$ cat config.mk
export PLATFORM = sky130hd
export DESIGN_NAME = hdtx_retry_ctrl
export DESIGN_NICKNAME = d
export VERILOG_FILES = /design/src/rtl/hdtx_pkg.sv /design/src/rtl/hdtx_lfsr.sv /design/src/rtl/hdtx_backoff.sv /design/src/rtl/hdtx_retry_ctrl.sv
export SDC_FILE = /design/constraint.sdc
export NUM_CORES = 1
export LEC_CHECK = 0
export CAP_MARGIN = 10
export CORE_MARGIN = 2
export CORE_UTILIZATION = 50
export DETAILED_ROUTE_END_ITERATION = 10
export DONT_BUFFER_PORTS = 1
export PLACE_DENSITY = 0.76
export SYNTH_ARGS = -nofsm -noshare
export SYNTH_HDL_FRONTEND = slang
export SYNTH_SLANG_ARGS = --single-unit
$ cat constraint.sdc
create_clock -name clk -period 3 [get_ports clk]
set_input_delay 0.6 -clock clk [delete_from_list [all_inputs] [get_ports clk]]
set_output_delay 0.6 -clock clk [all_outputs]
set_load 0.05 [all_outputs]
$ cat src/rtl/hdtx_pkg.sv
package hdtx_pkg;
  typedef enum logic [2:0] {
    ST_IDLE,
    ST_WAIT,
    ST_XMIT,
    ST_JAM,
    ST_BACKOFF
  } hdtx_state_t;
endpackage

$ cat src/rtl/hdtx_lfsr.sv
module hdtx_lfsr #(
  parameter int W     = 16,
  parameter int OUT_W = 10,
  parameter logic [W-1:0] TAPS = 16'hB400,
  parameter logic [W-1:0] SEED = 16'hACE1
) (
  input  logic             clk,
  input  logic             rst,
  output logic [OUT_W-1:0] rnd
);
  logic [W-1:0] sr;

  // Galois form: shift right, fold taps back in when the dropped bit is 1
  always_ff @(posedge clk) begin
    if (rst) sr <= SEED;
    else     sr <= (sr >> 1) ^ (sr[0] ? TAPS : '0);
  end

  assign rnd = sr[OUT_W-1:0];

  AST_LFSR_LIVE: assert property (@(posedge clk) disable iff (rst)
    sr != '0);
endmodule

$ cat src/rtl/hdtx_backoff.sv
module hdtx_backoff #(
  parameter int CN_W       = 5,
  parameter int EXP_CAP    = 10,
  parameter int SLOT_TICKS = 64,
  localparam int TICK_W    = $clog2(SLOT_TICKS)
) (
  input  logic               clk,
  input  logic               rst,
  input  logic               load,
  input  logic [CN_W-1:0]    coll_num,
  input  logic [EXP_CAP-1:0] rnd,
  output logic               idle
);
  int unsigned        exp_v;
  logic [EXP_CAP-1:0] mask;
  logic [EXP_CAP-1:0] slots;
  logic [EXP_CAP-1:0] slot_left;
  logic [TICK_W-1:0]  tick;
  logic               active;

  always_comb begin
    exp_v = (int'(coll_num) > EXP_CAP) ? EXP_CAP : int'(coll_num);
    mask  = EXP_CAP'((32'd1 << exp_v) - 32'd1);
    slots = rnd & mask;
  end

  always_ff @(posedge clk) begin
    if (rst) begin
      slot_left <= '0;
      tick      <= '0;
      active    <= 1'b0;
    end else if (load) begin
      slot_left <= slots;
      tick      <= '0;
      active    <= (slots != '0);
    end else if (active) begin
      if (tick == TICK_W'(SLOT_TICKS - 1)) begin
        tick      <= '0;
        slot_left <= slot_left - 1'b1;
        if (slot_left == EXP_CAP'(1)) active <= 1'b0;
      end else begin
        tick <= tick + 1'b1;
      end
    end
  end

  assign idle = ~active;

  AST_BO_NONEMPTY: assert property (@(posedge clk) disable iff (rst)
    active |-> (slot_left != '0));
endmodule

$ cat src/rtl/hdtx_retry_ctrl.sv
module hdtx_retry_ctrl #(
  parameter int RMAX_W        = 4,
  parameter int WIN_W         = 6,
  parameter int JAM_TICKS     = 4,
  parameter int SLOT_TICKS    = 64,
  parameter int EXP_CAP       = 10,
  parameter int LFSR_W        = 16,
  parameter int DEF_RETRY_MAX = 15,
  parameter int DEF_COLL_WIN  = 55,
  localparam int CN_W         = RMAX_W + 1,
  localparam int JCNT_W       = $clog2(JAM_TICKS + 1)
) (
  input  logic              clk,
  input  logic              rst,
  input  logic              cfg_wr,
  input  logic              cfg_full_duplex,
  input  logic [RMAX_W-1:0] cfg_retry_max,
  input  logic [WIN_W-1:0]  cfg_coll_win,
  input  logic              rx_idle,
  input  logic              tx_req,
  input  logic              crs,
  input  logic              col,
  input  logic              eng_byte,
  input  logic              eng_done,
  output logic              eng_start,
  output logic              eng_jam,
  output logic              eng_halt,
  output logic              tx_busy,
  output logic              tx_abort,
  output logic              tx_err_irq,
  output logic              tx_done,
  output logic              duplex_full
);
  import hdtx_pkg::*;

  hdtx_state_t        state;
  logic [RMAX_W-1:0]  retry_max;
  logic [WIN_W-1:0]   coll_win;
  logic [RMAX_W-1:0]  retry_cnt;
  logic [WIN_W-1:0]   byte_cnt;
  logic [JCNT_W-1:0]  jam_cnt;
  logic               late;
  logic               jam_last;
  logic               give_up;
  logic               bo_load;
  logic               bo_idle;
  logic [CN_W-1:0]    coll_num;
  logic [EXP_CAP-1:0] rnd;

  assign jam_last = (jam_cnt == JCNT_W'(JAM_TICKS - 1));
  assign give_up  = late || (retry_cnt == retry_max);
  assign bo_load  = (state == ST_JAM) && jam_last && !give_up;
  assign coll_num = CN_W'(retry_cnt) + CN_W'(1);
  assign eng_jam  = (state == ST_JAM);

  hdtx_lfsr #(.W(LFSR_W), .OUT_W(EXP_CAP)) u_lfsr (
    .clk(clk), .rst(rst), .rnd(rnd)
  );

  hdtx_backoff #(.CN_W(CN_W), .EXP_CAP(EXP_CAP), .SLOT_TICKS(SLOT_TICKS)) u_backoff (
    .clk(clk), .rst(rst), .load(bo_load), .coll_num(coll_num),
    .rnd(rnd), .idle(bo_idle)
  );

  always_ff @(posedge clk) begin
    if (rst) begin
      state       <= ST_IDLE;
      retry_max   <= RMAX_W'(DEF_RETRY_MAX);
      coll_win    <= WIN_W'(DEF_COLL_WIN);
      duplex_full <= 1'b0;
      retry_cnt   <= '0;
      byte_cnt    <= '0;
      jam_cnt     <= '0;
      late        <= 1'b0;
      tx_busy     <= 1'b0;
      tx_abort    <= 1'b0;
      eng_start   <= 1'b0;
      eng_halt    <= 1'b0;
      tx_err_irq  <= 1'b0;
      tx_done     <= 1'b0;
    end else begin
      eng_start  <= 1'b0;
      eng_halt   <= 1'b0;
      tx_err_irq <= 1'b0;
      tx_done    <= 1'b0;
      if (cfg_wr) begin
        retry_max <= cfg_retry_max;
        coll_win  <= cfg_coll_win;
        if (!tx_busy && rx_idle) duplex_full <= cfg_full_duplex;
      end
      case (state)
        ST_IDLE: if (tx_req) begin
          tx_busy <= 1'b1;
          state   <= ST_WAIT;
        end
        ST_WAIT: if (duplex_full || !crs) begin
          eng_start <= 1'b1;
          byte_cnt  <= '0;
          state     <= ST_XMIT;
        end
        ST_XMIT: begin
          if (eng_done) begin
            tx_busy   <= 1'b0;
            tx_abort  <= 1'b0;
            tx_done   <= 1'b1;
            retry_cnt <= '0;
            state     <= ST_IDLE;
          end else if (!duplex_full && col) begin
            late    <= (byte_cnt >= coll_win);
            jam_cnt <= '0;
            state   <= ST_JAM;
          end else if (eng_byte && byte_cnt != '1) begin
            byte_cnt <= byte_cnt + 1'b1;
          end
        end
        ST_JAM: begin
          jam_cnt <= jam_cnt + 1'b1;
          if (jam_last) begin
            eng_halt <= 1'b1;
            if (give_up) begin
              tx_busy    <= 1'b0;
              tx_abort   <= 1'b1;
              tx_err_irq <= 1'b1;
              retry_cnt  <= '0;
              state      <= ST_IDLE;
            end else begin
              retry_cnt <= retry_cnt + 1'b1;
              state     <= ST_BACKOFF;
            end
          end
        end
        ST_BACKOFF: if (bo_idle) state <= ST_WAIT;
        default: state <= ST_IDLE;
      endcase
    end
  end

  AST_START_AFTER_IDLE_MEDIUM: assert property (@(posedge clk) disable iff (rst)
    (eng_start && !duplex_full) |-> !$past(crs));
  AST_HALT_FOLLOWS_JAM: assert property (@(posedge clk) disable iff (rst)
    eng_halt |-> $past(eng_jam));
  AST_IRQ_WITH_ABORT: assert property (@(posedge clk) disable iff (rst)
    tx_err_irq |-> (tx_abort && !tx_busy && eng_halt));
  AST_DONE_CLEAN: assert property (@(posedge clk) disable iff (rst)
    tx_done |-> (!tx_busy && !tx_abort));
  AST_FULL_NO_JAM: assert property (@(posedge clk) disable iff (rst)
    (duplex_full && $past(duplex_full) && $past(state) == ST_XMIT) |-> !eng_jam);
  AST_DUPLEX_HELD: assert property (@(posedge clk) disable iff (rst)
    tx_busy |=> $stable(duplex_full));
endmodule

* After elaboration in Yosys (flattened, before gate mapping)
Index checks and enable logic that the tools add are counted.
** Storage, ports and cells
- Word-level logic and storage cells :: 129
- Input port bits :: 20
- Bits in registers :: 67
- Output and inout bits :: 8
** Operators by class
- $add $sub $neg :: 7
- Eq/ne operators :: 20
- Bitwise gates (word level) :: 7
- Shift operators :: 1
- Order comparisons :: 2
- Reductions and logical operators :: 32
- Mux-type cells :: 42
** Operators by type and width (number)
- $shl A1 B32 Y10 const A :: 1
- $mux W10 :: 3
- $mux W6 :: 5
- $mux W3 :: 9
- $sub A10 B1 Y10 const B :: 2
- $mux W16 :: 1
- $ne A2 B2 Y1 const B :: 8
- $xor A15 B16 Y16 :: 1
- $pmux W3 S5 :: 1
- $reduce_and A5 Y1 :: 3
- $mux W1 :: 14
- $add A6 B1 Y6 const B :: 2
- $mux W4 :: 3
- $pmux W6 S2 :: 1
- $and A10 B10 Y10 :: 1
- $eq A10 B1 Y1 const B :: 1
- $reduce_bool A10 Y1 :: 1
- $eq A3 B2 Y1 const B :: 3
- $reduce_and A3 Y1 :: 3
- $pmux W4 S2 :: 1
- $reduce_bool A2 Y1 :: 4
- $reduce_or A2 Y1 :: 4
- $eq A6 B6 Y1 const B :: 1
- $ge A6 B6 Y1 :: 1
- other kinds (23) :: 37

* Depth between registers and ports, before layout
Gate-level depths: netlist of the first run.
- Depth in word-level cells :: 8
- Mapped depth :: 13
- Gate-level depth less buffers :: 11

* Hierarchy
Synthesis of the first run repeated with hierarchy kept, for this count alone.
** Unflattened totals
- Cells, all modules :: 402
- Area, all modules :: 3538.4 um^2
** By module, submodules not included
- hdtx_retry_ctrl :: area an instance 1809.2 um^2, sequential area each 680.7 um^2, times used 1, cells an instance 204
- hdtx_backoff :: area an instance 1191.1 um^2, sequential area each 340.3 um^2, times used 1, cells an instance 152
- hdtx_lfsr :: area an instance 538.0 um^2, sequential area each 320.3 um^2, times used 1, cells an instance 46

* Worst setup path before layout of the first run
Ideal clock, no wire load.
- Kind :: flip-flop to flip-flop
- Start :: register retry_cnt[1]
- End :: register u_backoff.active
- Data required time :: 2875 ps
- Path slack :: 452 ps
- Cell stages (with the launch flop) :: 13
- Period minus slack after synthesis :: 2548 ps
- Data arrival time :: 2423 ps
- Library setup time :: 125 ps
- Buffers on the path :: 2
- Cells stage by stage :: dfxtp_1 buf_2 inv_1 ha_1 clkbuf_1 nand3b_1 or2_2 ha_1 inv_1 o32ai_1 a32o_1 a2111oi_4 a21oi_1
** Between the ends
- Longest elaborated chain between the ends :: 8
- Elaborated cells between the ends (all ways) :: 12
- Those cells by class :: 2 x add/sub; 1 x order compare; 1 x eq/ne; 1 x shift; 2 x mux; 1 x bitwise; 4 x reduce/logical
** RTL lines
- start, declared :: RTL line hdtx_retry_ctrl.sv:39 : logic [RMAX_W-1:0] retry_cnt;
- start signal, assigned :: RTL line hdtx_retry_ctrl.sv:127 : retry_cnt <= retry_cnt + 1'b1;
- $add A4 B1 Y5 :: RTL line hdtx_retry_ctrl.sv:53 : assign coll_num = CN_W'(retry_cnt) + CN_W'(1);
- $gt A5 B4 Y1 :: RTL line hdtx_backoff.sv:22 : exp_v = (int'(coll_num) > EXP_CAP) ? EXP_CAP : int'(coll_num);
- $mux W5 :: RTL line hdtx_backoff.sv:22
- $shl A1 B32 Y10 :: RTL line hdtx_backoff.sv:23 : mask = EXP_CAP'((32'd1 << exp_v) - 32'd1);
- $sub A10 B1 Y10 :: RTL line hdtx_backoff.sv:23
- $and A10 B10 Y10 :: RTL line hdtx_backoff.sv:24 : slots = rnd & mask;
- $reduce_bool A10 Y1 :: RTL line hdtx_backoff.sv:35 : active <= (slots != '0);
- $mux W1 (*) :: RTL line hdtx_backoff.sv:32 : end else if (load) begin
- end signal, assigned :: RTL line hdtx_backoff.sv:35
- end, declared :: RTL line hdtx_backoff.sv:19 : logic active;
Mark *: on every way between the ends. The rest lies on a longest branch, timed or not.
A chain may end at the register's enable or synchronous reset.

* Worst setup path after layout of the first run
Ends and elaborated chain as after synthesis.

==> results of run 1 <==
## state kept, by name, indices dropped and copies added, names as in the netlist, 3 cells and up
name	flops
state	3
jam_cnt	3
u_backoff.tick	6
u_backoff.slot_left	10
retry_max	4
u_lfsr.sr	16
retry_cnt	4
byte_cnt	6
coll_win	6
## cell families (layout without fill, tap and decap cells)
group / after synthesis / after routing / synth area share
buf+inv: 41 / 38 / 0.0574
simple gates: 146 / 146 / 0.230
xor+xnor: 27 / 27 / 0.0709
compound gates: 65 / 65 / 0.135
fa+ha+maj: 15 / 15 / 0.0563
mux: 15 / 15 / 0.0473
flops: 67 / 67 / 0.402
## synth_stat cells, types with 3 or more instances
| cell type | n |
|---|---|
| o21ai_0 | 12 |
| nand3_1 | 4 |
| xor2_1 | 10 |
| a21oi_1 | 17 |
| nor3_1 | 6 |
| ha_1 | 15 |
| buf_6 | 3 |
| or2_2 | 8 |
| nand2_1 | 29 |
| nor2b_1 | 12 |
| mux2i_1 | 12 |
| inv_1 | 16 |
| nor2_1 | 43 |
| nand3b_1 | 7 |
| a211oi_1 | 10 |
| o211ai_1 | 6 |
| buf_2 | 6 |
| clkbuf_1 | 12 |
| dfxtp_1 | 67 |
| xnor2_1 | 17 |
| nand2b_1 | 5 |
| nand2_2 | 3 |
| nand4_1 | 6 |
| a31oi_1 | 3 |
| and3_1 | 3 |
| nor4_1 | 4 |
## cell type report
cell class / count / share of cell area
sequential: 67 / 0.382
multi-input combinational: 268 / 0.513
tap: 77 / 0.0275
timing repair buffer: 4 / 0.00856
clock buffer: 14 / 0.0463
clock inverter: 2 / 0.00285
inverter: 18 / 0.0193
## metal layers
| layer | up-vias | global-route usage |
|---|---|---|
| met5 | - | 0 |
| met4 | 0 | 0.0924 |
| met3 | 10 | 0.0587 |
| met2 | 55 | 0.311 |
| met1 | 1151 | 0.245 |
| li1 | 1271 | - |
## power by group
group	switching (mW)	total (mW)	internal, mW
clock	0.320	0.664	0.343
combinational	0.0723	0.141	0.0691
sequential	0.0573	0.986	0.929
total	0.450	1.79	1.34
## cell usage in the layout, fill, tap and decap left out, types with 4 or more instances in the layout
cell type   n
nand2_1    29
dfxtp_1    67
a211oi_1   10
nor3_1      6
nand3b_1    7
o21ai_0    12
xnor2_1    17
a21oi_1    17
nand2b_1    5
mux2i_1    12
nand3_1     4
xor2_1     10
clkbuf_8   11
nor2_1     43
inv_1      16
ha_1       15
nand4_1     6
or2_2       8
nor4_1      4
o211ai_1    6
buf_4       4
nor2b_1    12
## worst paths after layout
path	from	end	slack, ns
worst max-delay path	retry_cnt[1]$_SDFFE_PP0P_	u_backoff.active$_SDFF_PP0_	0.24
worst min-delay path	rst	coll_win[3]$_SDFFE_PP0P_	0.32
worst max register to register	retry_cnt[1]$_SDFFE_PP0P_	u_backoff.active$_SDFF_PP0_	0.24
worst min register to register	u_lfsr.sr[12]$_SDFF_PP0_	u_lfsr.sr[11]$_SDFF_PP1_	0.41
## stage by stage
stage | power [mW] | hold slack, ns | instance area (um^2)
after floorplan | 1.14 | 0.389 | 3330
after global placement | 1.14 | 0.392 | 3340
after detailed placement | 1.15 | 0.397 | 3340
after CTS | 1.81 | 0.309 | 3510
after global routing | 1.87 | 0.311 | 3510
final | 1.79 | 0.322 | 3510
==> results by group, run 1 <==
Synthesis
  • Leading area contributor after synthesis: dfxtp_1
  • Largest cells by area after synthesis: dfxtp_1 (40%), ha_1 (5.6%), nor2_1 (4.8%), xnor2_1 (4.5%), mux2i_1 (3.6%)
  • Post-synth top area share: 0.402
  • Post-synth EDFFs: 0
  • Primary FF master, synth: dfxtp_1
  • Ys async rst share: 0
  • Seq cells post-synth: 67
  • Post-Syn Area per Cell: 8.87 um^2
  • Synth unique cells: 59
  • Yosys warns: 0
  • Synthesized netlist cell count: 376
  • Sequential area share after synthesis: 0.402
  • Syn_nets: 411
  • Mapped cell area: 3330 um^2

Critical path
  • Worst path buffer plus inverter count: 1
  • Crit path DAT: 3.00 ns
  • Worst path cell trace: ha_1 > and3b_1 > nor2_1 > or2_2 > ha_1 > inv_1 > o32ai_1 > a32o_1 > a2111oi_4 > a21oi_1
  • Critical Path Start Type: register
  • CP peak stage delay: 0.51 ns
  • Worst Path Max Fanout: 9
  • Crit path kind: reg -> reg
  • Req. time, crit path: 3.23 ns
  • Crit path depth: 10
  • CP endpoint kind: register
  • Worst-case reg-to-reg path depth: 10
  • Crit path top cell by count: ha_1
  • CP max stage cell: dfxtp_1
  • Top cell family by delay on the critical path: compound AO/OA/AOI/OAI gates

Floorplanning
  • Row count: 29
  • Core area: 6390 um^2
  • Die height: 85.7 um
  • Initial Util: 0.522
  • Die area: 7340 um^2
  • Num ports: 28
  • Die Span X: 85.7 um

Clock tree
  • TritonCTS clock tree: done
  • Resized cells post-CTS: 0
  • H-tree levels: 3
  • Clock Path Buffers: 2
  • CTS sink count: 67
  • Clk_lat worst skew: 0.35 ns
  • Clk pin slew, worst setup/hold paths: 0.07 ns
  • Root buf cell: clkbuf_8
  • Post-CTS Setup Bufs: 0
  • Number of CTS-inserted buffers: 9
  • Hold-fix buffer count after cts: 0

GRT
  • Global Route Usage Sum: 0.196
  • Initial antenna violation count: 0
  • Number of global-route vias before repair: 2441
  • Largest net degree at the start of global routing: 49
  • First-pass GRT wire length: 11.3 mm
  • Global route overflow: 0

Route
  • Post-DR wirelength/cell: 14.4 um
  • Remaining DRCs: 0
  • Final WL: 6.49 mm
  • WL met3: 359 um
  • WL met2: 2.95 mm
  • Via/cell ratio: 5.53
  • Max Used Layer: met4
  • DRT iter0 DRCs: 99
  • Vias: 2487
  • TritonRoute pass-1 iters: 4
  • Post-route antenna net violation count: 0
  • M1 wire length: 3.08 mm

Timing
  • Clock skew: 0.00672 ns
  • Setup slack after layout: 0.236 ns
  • Final-report hold violation count: 0
  • Period utilisation layout: 0.921
  • Setup-failing EPs final: 0
  • Relative slew slack: 0.618
  • RSZ-0062 raised after global routing: no
  • Slew at the pin closest to its max-slew limit: 0.572 ns
  • Slew Limit Fails: 0
  • Period minus WS final: 2.76 ns
  • Max Freq: 0.362 GHz
  • Setup TNS: 0 ns

Pwr
  • Worst vdd ir: 0.000339 V
  • PD cells: 510 nW/um^2
  • Leakage: 1.34 nW

Final layout
  • Area occupied by multi-input gates: 1800 um^2
  • Nets@finish: 403
  • Util after Layout: 0.550
  • Number of fill cells: 605
  • Share of cells above drive strength 1: 0.107
  • Non-Filler Instances: 450
  • Area delta synth->final: 5.25%
  • Antenna Cells: 0
  • Reg area: 1340 um^2

Placed design
  • Dpl ws: 0.268 ns
  • IO buf count: 0
  • Dpl hpwl: 4.59 mm
  • GP Congestion: 0.889
  • Placed Instances: 434

Hold path
  • Worst hold path type: in -> reg
  • Hold Path Depth: 1

Run status
  • Status: complete, no violations

Run
  • Max_cap viols: 0
Power figures use the tool's default switching activity.
==> run 2, diff against run 1 <==
--- a/config.mk
+++ b/config.mk
@@ -7,10 +7,10 @@
 export LEC_CHECK = 0
 export CAP_MARGIN = 10
 export CORE_MARGIN = 2
-export CORE_UTILIZATION = 50
+export CORE_UTILIZATION = 63
 export DETAILED_ROUTE_END_ITERATION = 10
 export DONT_BUFFER_PORTS = 1
-export PLACE_DENSITY = 0.76
+export PLACE_DENSITY = 0.9
 export SYNTH_ARGS = -nofsm -noshare
 export SYNTH_HDL_FRONTEND = slang
 export SYNTH_SLANG_ARGS = --single-unit
==> run 2 against run 1 <==
  * Fmax increased by 0.11%
  * Sequential share of layout area is 0.20 points lower
  * Sequential power about the same
  * First-iteration DRC count up 58%
  * Power increased by 5.3%
  * Core utilization up 14 points
  * Final area up 0.53%
  * Largest power group unchanged
==> results by group, run 2 (synthesis gave the netlist of run 1 again) <==
Timing
  • Period minus WS final: 2.76 ns (about the same)
  • Setup-failing EPs final: 0 (unchanged)
  • Final-report hold violation count: 0 (unchanged)
  • Period utilisation layout: 0.920 (was 0.921)
  • RSZ-0062 raised after global routing: no (unchanged)
  • Setup slack after layout: 0.239 ns (was 0.236 ns)
  • Slew at the pin closest to its max-slew limit: 0.559 ns (was 0.572 ns)
  • Max Freq: 0.362 GHz (about the same)
  • Slew Limit Fails: 0 (unchanged)
  • Setup TNS: 0 ns (unchanged)
  • Relative slew slack: 0.627 (was 0.618)
  • Clock skew: 0.00990 ns (was 0.00672 ns)

Route
  • TritonRoute pass-1 iters: 4 (unchanged)
  • Vias: 2595 (was 2487)
  • Post-route antenna net violation count: 0 (unchanged)
  • Final WL: 6.71 mm (was 6.49 mm)
  • Post-DR wirelength/cell: 15.2 um (was 14.4 um)
  • DRT iter0 DRCs: 156 (was 99)
  • Remaining DRCs: 0 (unchanged)
  • Via/cell ratio: 5.88 (was 5.53)

Final layout
  • Commonest non-fill, non-tap cell in the layout: dfxtp_1 (unchanged)
  • Largest regs: u_lfsr.sr: 16 flops, u_backoff.slot_left: 10 flops (unchanged)
  • Max reg flops: 16 (unchanged)
  • Antenna Cells: 0 (unchanged)
  • Register name with the most flops: u_lfsr.sr (unchanged)
  • Share of cells above drive strength 1: 0.111 (was 0.107)
  • Most frequent cells in the layout: dfxtp_1 (67), nor2_1 (43), nand2_1 (29) (unchanged)
  • Nets@finish: 403 (unchanged)
  • Area delta synth->final: 5.82% (was 5.25%)

Critical path
  • Worst Path Max Fanout: 9 (unchanged)
  • CP startpoint: retry_cnt[1]$_SDFFE_PP0P_ (unchanged)
  • Req. time, crit path: 3.22 ns (was 3.23 ns)
  • CP endpoint kind: register (unchanged)
  • R2r startpoint: retry_cnt[1]$_SDFFE_PP0P_ (unchanged)
  • Critical Path Start Type: register (unchanged)
  • Crit path kind: reg -> reg (unchanged)
  • Crit path DAT: 2.98 ns (was 3.00 ns)

Clock tree
  • Number of CTS-inserted buffers: 9 (unchanged)
  • Clock Path Buffers: 2 (unchanged)
  • Hold-fix buffer count after cts: 0 (unchanged)
  • Clk pin slew, worst setup/hold paths: 0.07 ns (about the same)
  • Root buf cell: clkbuf_8 (unchanged)
  • TritonCTS clock tree: done (unchanged)
  • Post-CTS Setup Bufs: 0 (unchanged)
  • CTS sink count: 67 (unchanged)
  • Resized cells post-CTS: 0 (unchanged)
  • H-tree levels: 3 (unchanged)
  • Clk_lat worst skew: 0.34 ns (was 0.35 ns)

Pwr
  • Total power: 1.89 mW (was 1.79 mW)
  • Leakage: 1.36 nW (was 1.34 nW)
  • PD cells: 535 nW/um^2 (was 510 nW/um^2)
  • Worst vdd ir: 0.000335 V (was 0.000339 V)

Floorplanning
  • Initial Util: 0.653 (was 0.522)
  • Die Span X: 76.8 um (was 85.7 um)
  • Die height: 76.8 um (was 85.7 um)
  • Die area: 5890 um^2 (was 7340 um^2)
  • Row count: 26 (was 29)
  • Num ports: 28 (unchanged)
  • Core area: 5110 um^2 (was 6390 um^2)

GRT
  • Global Route Usage Sum: 0.244 (was 0.196)
  • Global route overflow: 0 (unchanged)
  • Largest net degree at the start of global routing: 49 (unchanged)
  • Initial antenna violation count: 0 (unchanged)
  • First-pass GRT wire length: 11.3 mm (about the same)
  • Number of global-route vias before repair: 2525 (was 2441)

Placed design
  • Dpl hpwl: 4.67 mm (was 4.59 mm)
  • Dpl ws: 0.252 ns (was 0.268 ns)
  • GP Congestion: 0.835 (was 0.889)
  • IO buf count: 0 (unchanged)

Run status
  • Status: complete, no violations (unchanged)

Hold path
  • Min-delay src: rst (unchanged)
  • Worst hold path type: in -> reg (unchanged)

Run
  • Max_cap viols: 0 (unchanged)
run 2: changes by cell type in the layout (fill, tap and decap cells not counted):
cell / delta
bufinv_16: +1
clkbuf_8: +1
clkinv_2: -1
clkbuf_1: -3
run 2: worst paths after layout:
| path | to | slack, ns | depth (start not counted) |
|---|---|---|---|
| worst max register to register | u_backoff.active$_SDFF_PP0_ | 0.24 | 10 |
| worst min-delay path | state[0]$_SDFFE_PP0P_ | 0.33 | 1 |
| worst max-delay path | u_backoff.active$_SDFF_PP0_ | 0.24 | 10 |
| worst min register to register | u_lfsr.sr[11]$_SDFF_PP1_ | 0.42 | 1 |
run 2: per-stage QoR:
| stage | instances | area [um^2] | hold slack (ns) | utilization |
|---|---|---|---|---|
| after global placement | 427 | 3330 | 0.392 | 0.652 |
| after CTS | 441 | 3530 | 0.307 | 0.691 |
| after detailed placement | 427 | 3330 | 0.401 | 0.652 |
| final | 441 | 3530 | 0.332 | 0.691 |
| after floorplan | 376 | 3330 | 0.389 | - |
| after global routing | 441 | 3530 | 0.311 | 0.691 |
run 2: worst max-delay path, stage by stage, from the launching register on:
cell and delay [ns]:
dfxtp_1 0.52, ha_1 0.38, and3b_1 0.22, nor2_1 0.05, or2_2 0.30, ha_1 0.24
inv_1 0.11, o32ai_1 0.10, a32o_1 0.28, a2111oi_4 0.35, a21oi_1 0.10
run 2: where the power goes:
| group | total (mW) | switching [mW] | internal (mW) |
|---|---|---|---|
| Combinational | 0.143 | 0.0739 | 0.0693 |
| Sequential | 0.987 | 0.0578 | 0.929 |
| Clock | 0.757 | 0.316 | 0.441 |
| Total | 1.89 | 0.447 | 1.44 |
run 2: cell type report:
type | count | area [um^2]
fill | 413 | 1580
inverter | 18 | 67.6
clock buffer | 12 | 165
sequential | 67 | 1340
tap | 70 | 87.6
multi-input combinational | 268 | 1800
clock inverter | 2 | 35.0
timing repair buffer | 4 | 30.0
run 2: layer usage:
layer  part of all wire  track usage  vias to the layer above
met5                  0            0                        -
li1                   -            -                     1276
met3              0.061       0.0835                       15
met2               0.50        0.408                       68
met4              0.022        0.120                        0
met1               0.42        0.276                     1236
